[src/rtl/wo_clkdiv_pkg.sv]
package wo_clkdiv_pkg;
    localparam int CTRL_W  = 8;
    localparam int DIV_W   = 6;
    localparam int PRE_W   = 3;
    localparam int PRE_MAX = (1 << PRE_W) - 1;

    typedef struct packed {
        logic             loaded;
        logic             pre_on;
        logic [DIV_W-1:0] div;
    } ctrl_t;

    function automatic int ratio_of(input ctrl_t c);
        return (int'(c.div) + 1) * (c.pre_on ? (PRE_MAX + 1) : 1);
    endfunction
endpackage

[src/rtl/wo_cfg_reg.sv]
module wo_cfg_reg
    import wo_clkdiv_pkg::*;
(
    input  logic              clk,
    input  logic              rst,
    input  logic              wr_en,
    input  logic [CTRL_W-1:0] wr_data,
    output ctrl_t             ctrl
);
    ctrl_t wdata_c;
    logic  unused_top_bit;

    assign wdata_c        = ctrl_t'(wr_data);
    assign unused_top_bit = wdata_c.loaded;

    always_ff @(posedge clk) begin
        if (rst) begin
            ctrl <= '0;
        end else if (wr_en && !ctrl.loaded) begin
            ctrl.loaded <= 1'b1;
            ctrl.pre_on <= wdata_c.pre_on;
            ctrl.div    <= wdata_c.div;
        end
    end
endmodule

[src/rtl/wo_prescaler.sv]
module wo_prescaler #(
    parameter int W = 3
) (
    input  logic clk,
    input  logic rst,
    input  logic run,
    input  logic pre_on,
    output logic step
);
    generate
        if (W > 0) begin : g_pre
            localparam logic [W-1:0] TOP = {W{1'b1}};
            logic [W-1:0] cnt;
            always_ff @(posedge clk) begin
                if (rst)                  cnt <= '0;
                else if (run && pre_on)   cnt <= cnt + 1'b1;
            end
            assign step = run && (!pre_on || cnt == TOP);
        end else begin : g_bypass
            logic unused_pre;
            assign unused_pre = pre_on;
            assign step       = run;
        end
    endgenerate
endmodule

[src/rtl/wo_divider.sv]
module wo_divider #(
    parameter int W = 6
) (
    input  logic         clk,
    input  logic         rst,
    input  logic         step,
    input  logic [W-1:0] limit,
    output logic         tick
);
    logic [W-1:0] cnt;
    logic         wrap;

    assign wrap = (cnt == limit);
    assign tick = step && wrap;

    always_ff @(posedge clk) begin
        if (rst)        cnt <= '0;
        else if (step)  cnt <= wrap ? '0 : cnt + 1'b1;
    end
endmodule

[src/rtl/wo_clkdiv.sv]
module wo_clkdiv
    import wo_clkdiv_pkg::*;
(
    input  logic              clk,
    input  logic              rst,
    input  logic              wr_en,
    input  logic [CTRL_W-1:0] wr_data,
    output logic [CTRL_W-1:0] rd_data,
    output logic              tick,
    output logic              valid
);
    ctrl_t ctrl;
    logic  step;

    wo_cfg_reg u_cfg (
        .clk     (clk),
        .rst     (rst),
        .wr_en   (wr_en),
        .wr_data (wr_data),
        .ctrl    (ctrl)
    );

    wo_prescaler #(.W(PRE_W)) u_pre (
        .clk    (clk),
        .rst    (rst),
        .run    (ctrl.loaded),
        .pre_on (ctrl.pre_on),
        .step   (step)
    );

    wo_divider #(.W(DIV_W)) u_div (
        .clk   (clk),
        .rst   (rst),
        .step  (step),
        .limit (ctrl.div),
        .tick  (tick)
    );

    assign rd_data = CTRL_W'(ctrl);
    assign valid   = ctrl.loaded;
endmodule

[config.mk]
export PLATFORM = sky130hd
export DESIGN_NAME = wo_clkdiv
export DESIGN_NICKNAME = d
export VERILOG_FILES = /design/src/rtl/wo_clkdiv_pkg.sv /design/src/rtl/wo_cfg_reg.sv /design/src/rtl/wo_prescaler.sv /design/src/rtl/wo_divider.sv /design/src/rtl/wo_clkdiv.sv
export SDC_FILE = /design/constraint.sdc
export NUM_CORES = 1
export LEC_CHECK = 0
export CAP_MARGIN = 20
export CELL_PAD_IN_SITES_DETAIL_PLACEMENT = 1
export CELL_PAD_IN_SITES_GLOBAL_PLACEMENT = 2
export CORE_MARGIN = 2
export CORE_UTILIZATION = 30
export CTS_CLUSTER_DIAMETER = 150
export DETAILED_ROUTE_END_ITERATION = 10
export PLACE_DENSITY = 0.82
export SLEW_MARGIN = 0
export SYNTH_ARGS = -nofsm -noshare
export SYNTH_HDL_FRONTEND = slang
export SYNTH_SLANG_ARGS = --single-unit
[constraint.sdc]
create_clock -name clk -period 2.69 [get_ports clk]
set_clock_uncertainty 0.05 [all_clocks]
set_input_delay 0.6725 -clock clk [delete_from_list [all_inputs] [get_ports clk]]
set_output_delay 0.6725 -clock clk [all_outputs]
set_load 0.05 [all_outputs]
After elaboration in Yosys (flattened, before gate mapping):

Cells that the tools add are included.
W data, S select, Z words.

* register bits: 17
* output and inout bits: 10
* logic and storage cells: 17

* mux-type cells: 1
* equality and inequality tests: 2
* add/subtract/negate cells: 2
* reductions and logical operators: 7

Operators by type and width (count)
* $add A6 B1 Y6 const B: 1
* $eq A6 B6 Y1: 1
* $mux W6: 1
* $logic_and A1 B1 Y1: 4
* $add A3 B1 Y3 const B: 1
* $eq A3 B3 Y1 const B: 1
* $logic_not A1 Y1: 2
* $logic_or A1 B1 Y1: 1

Logic depth before layout (Yosys ltp):

Gate-level depths: netlist (run 1).

* depth after elaboration: 4
* depth in mapped cells: 6
* depth with buffers taken out: 6

Modules after synthesis:

Synthesis (run 1) repeated with hierarchy kept, for this count alone.

* cell total of the unflattened synthesis: 87
* area total of the unflattened synthesis: 888.4 um2

Modules (own cells, without submodules)
* wo_divider: cells each 36, area an instance 366.6 um2, instances 1
* wo_cfg_reg: cells each 33, area an instance 347.8 um2, instances 1
* wo_prescaler: cells each 17, area an instance 166.4 um2, instances 1
* wo_clkdiv: cells each 1, area an instance 7.5 um2, instances 1

Worst setup path after synthesis (run 1):

No wires, ideal clock.

* path kind: reg2out
* from: register u_cfg.ctrl[1] (netlist name)
* to: output tick
* data required time: 1.967 ns
* slack: -0.592 ns
* cell stages (with the launch flop): 4
* arrival: 2.560 ns
* path through: dfxtp_1 xnor2_2 nand4_2 nor4_1

* longest elaborated chain between the ends: 2

Ends and longest elaborated chain
* $eq A6 B6 Y1: line wo_divider.sv:13 `assign wrap = (cnt == limit);`
* $logic_and A1 B1 Y1: line wo_divider.sv:14 `assign tick = step && wrap;`
* end, declared: line wo_clkdiv.sv:9 `output logic tick,`

No other way between the ends.

Worst setup path after layout (run 1):

* from: register u_pre.g_pre.cnt[0]
* to: output tick

* longest elaborated chain between the ends: 4

Ends and longest elaborated chain
* start, declared: line wo_prescaler.sv:13 `logic [W-1:0] cnt;`
* start signal, assigned: line wo_prescaler.sv:16 `else if (run && pre_on) cnt <= cnt + 1'b1;`
* $eq A3 B3 Y1: line wo_prescaler.sv:18 `assign step = run && (!pre_on || cnt == TOP);`
* $logic_or A1 B1 Y1: line wo_prescaler.sv:18
* $logic_and A1 B1 Y1: line wo_prescaler.sv:18
* $logic_and A1 B1 Y1: line wo_divider.sv:14

No other way between the ends.

==> summary.txt, run 1 <==
Run status
  – Status: completed

Die
  – Die ar.: approximately 3200 µm²
  – # IOs: 21
  – Initial Utilization: 0.3225
  – Height of the die: roughly 56 µm
  – Core area: around 2500 µm²
  – Die X: about 56 µm
  – Row cnt: 18

Worst setup path
  – Critical path, cell by cell: ha_1 -> ha_1 -> nand2b_4 -> nand2_2 -> nor4_4 -> buf_12
  – R2r endpoint: u_div.cnt[0]
  – Setup Crit Path Kind: register to output port
  – CP most frequent cell: ha_1
  – Slowest CP cell: nor4_4
  – Reg2Reg Depth: 6
  – CP Capture Type: output port
  – Crit Path Max Fanout: 6
  – Startpoint Class: register
  – Critical Path Max Stage Delay: ~390 ps
  – R2R Path Start: u_pre.g_pre.cnt[0]
  – Critical Path RT: 1970 ps
  – Worst EP arrival: approximately 1800 ps
  – Reg2Reg Setup Slack: 930 ps

Power and ir drop
  – Power per standard cell area: between 500 and 600 nW/µm²
  – Max IR drop VDD: 0.3413 mV
  – Leak: roughly 0.00043 µW

Detailed routing
  – Pre-antenna DRT Iters: 2
  – Via Count: approximately 620
  – Post-Route WL: about 1700 µm
  – Residual DRC count: 0
  – Drt via density: about 4.7
  – Starting DRT DRC Count: 4
  – Routed Antenna Nets: 0
  – Drt wl/cell: approximately 13 µm

Timing
  – Final setup vio count: 0
  – Final critical-path share of the clock period: 0.9453
  – Fmax achieved: ~0.39 GHz
  – Worst slew pin tran: between 500 and 600 ps
  – Final Hold Vio Count: 0
  – Worst slew margin: 0.6619
  – Slew Viols, Final: 0
  – RSZ-0062 raised after global routing: no
  – Crit path time final: roughly 2500 ps
  – Setup_tns: 0 ps
  – Worst setup margin: approximately 150 ps

Synthesis
  – Number of library cell types mapped by synthesis: 22
  – #FFs+latches synth: 17
  – Synthesized Nets: 97
  – Post-Synthesis Cells: 83
  – Post-synthesis sequential area ratio: 0.4146
  – Synthesized area: approximately 820 µm²
  – Avg Synthesized Cell Area: ~9.9 µm²
  – Yosys warning count: 0

Min path
  – Worst Hold Class: register to register
  – Worst hold path depth: 2
  – Hold path start: u_pre.g_pre.cnt[1]
  – Worst hold endpoint: u_pre.g_pre.cnt[1]

Finish
  – Layout area overhead: 33.69%
  – Share of cells above drive strength 1: 0.1553
  – Nets: between 100 and 150
  – Most frequent cells in the layout: 18 x clkdlybuf4s50_1, 17 x dfxtp_1, 15 x nor2_1, 8 x xor2_1, 7 x mux2i_1
  – # diodes: 0
  – Commonest non-fill, non-tap cell in the layout: clkdlybuf4s50_1
  – Fillcell total: between 300 and 400
  – Final cell count without fillers: 133

Clock tree
  – H-tree levels: 1
  – CTS Buf Count: 3
  – CTS root buffer: clkbuf_4
  – Insertion delay to the later sink of the worst-skew pair: around 290 ps
  – Clock sink count: 17
  – Post-CTS Setup Bufs: 0
  – CTS tree: yes
  – Maximum root-to-sink buffer count: 2
  – Reg clk slew, reported paths: 100 ps

Placement
  – # port buffers: 19
  – Routability congestion estimate: ~0.80
  – Placed cells: approximately 130
  – HPWL after DPL: between 1000 and 1500 µm
  – Dpl ws: 288.2 ps

Global routing
  – GR Overflow Total: 0
  – Total track usage: 0.1227
  – Largest net degree at the start of global routing: 14
  – Vias in the first global route: slightly below 700
  – Initial antenna violation count: 0
  – Global-route wire length before repair: 2994 µm

Job
  – Max-cap violation count: 0
-- worst max path at each step --
stage | slack [ps] | end | depth (start not counted) | from
global route | 20 | tick | 6 | u_pre.g_pre.cnt[0]
detailed placement | 290 | tick | 6 | u_pre.g_pre.cnt[0]
global placement | 360 | tick | 6 | u_pre.g_pre.cnt[0]
floorplan | 250 | tick | 3 | u_cfg.ctrl[1]
CTS | 90 | tick | 6 | u_pre.g_pre.cnt[0]
finish | 150 | tick | 6 | u_pre.g_pre.cnt[0]
-- stage by stage --
stage / hold slack (ps) / area [µm²] / total power (µW) / utilization
final: 415.7 / 1097 / 553.3 / 0.4312
after CTS: 420.8 / 1092 / 565.7 / 0.4292
after floorplan: 384.0 / 835.8 / 370.8 / -
after global routing: 432.7 / 1097 / 581.3 / 0.4312
after global placement: 398.5 / 1061 / 415.6 / 0.4169
after detailed placement: 404.7 / 1061 / 418.0 / 0.4169
-- metal layers --
metal | vias up | global-route usage | wire length, µm
met5 | - | 0 | 0
met4 | 0 | 0.06122 | 28
met2 | 10 | 0.2202 | 876
met3 | 3 | 0.02074 | 50
met1 | 296 | 0.1384 | 771
li1 | 313 | - | -
-- flip-flops by register name, summed over array words and instances, names as in the netlist --
name / cells
u_cfg.ctrl: 8
u_div.cnt: 6
u_pre.g_pre.cnt: 3
-- critical path: cells and delay by family, from the launching register on --
kind          cells  cell delay [ps]
simple gates      3              670
buf+inv           1              180
flops             1              370
fa+ha+maj         2              310
-- cells in the mapped netlist, drive strengths merged --
library cell,number,share of area
a21oi,3,0.018
buf,3,0.024
and2,2,0.017
nand4,3,0.030
o41ai,1,0.034
xnor2,4,0.079
nor2b,1,0.0076
nand2b,1,0.0076
xor2,8,0.085
mux2i,7,0.085
and3,1,0.0076
nand2,5,0.023
nor4,1,0.0076
nand3,5,0.030
clkbuf,2,0.0091
ha,3,0.046
inv,1,0.0046
nor2,15,0.069
dfxtp,17,0.41
-- logic make-up after synthesis --
group	share of synthesized area
buffers and inverters	0.03810
AO/OA/AOI/OAI	0.05183
flip-flops	0.4146
multiplexers	0.08537
AND/OR/NAND/NOR	0.1997
adder cells (fa/ha/maj)	0.04574
XOR/XNOR	0.1646
-- timing repair --
| action | CTS | global route |
|---|---|---|
| gates resized for setup | 2 | 1 |
| hold buffers | 0 | 0 |
| endpoints found under the setup margin | 1 | 1 |
| pin swaps | 0 | 1 |
-- final cells by class --
| type | count | area, µm² | area share |
|---|---|---|---|
| multi-input cells | 60 | 474.2 | 0.4322 |
| well taps | 30 | 37.54 | 0.03421 |
| inverters | 1 | 3.754 | 0.003421 |
| repair buffers | 21 | 215.2 | 0.1961 |
| clock buffers | 4 | 26.28 | 0.02395 |
| flip-flops and latches | 17 | 340.3 | 0.3101 |
-- where the power goes --
part,leakage (µW),internal (µW),switching [µW]
sequential,0.000139,262,16.1
clock,0.0000150,57.8,82.3
combinational,0.000274,58.2,76.5
total,0.000428,378,175
Note: power is estimated with default switching activity, not from simulation.
==> run 2, diff against run 1 <==
- GPL_ROUTABILITY_DRIVEN: not set -> 0
==> results of run 2 <==
The final DEF is identical to that of run 1; final timing and power are the same.
==> run 3, diff against run 2 <==
- SLEW_MARGIN: 0 -> not set
==> results of run 3 <==
The final DEF is identical to that of run 1; final timing and power are the same.
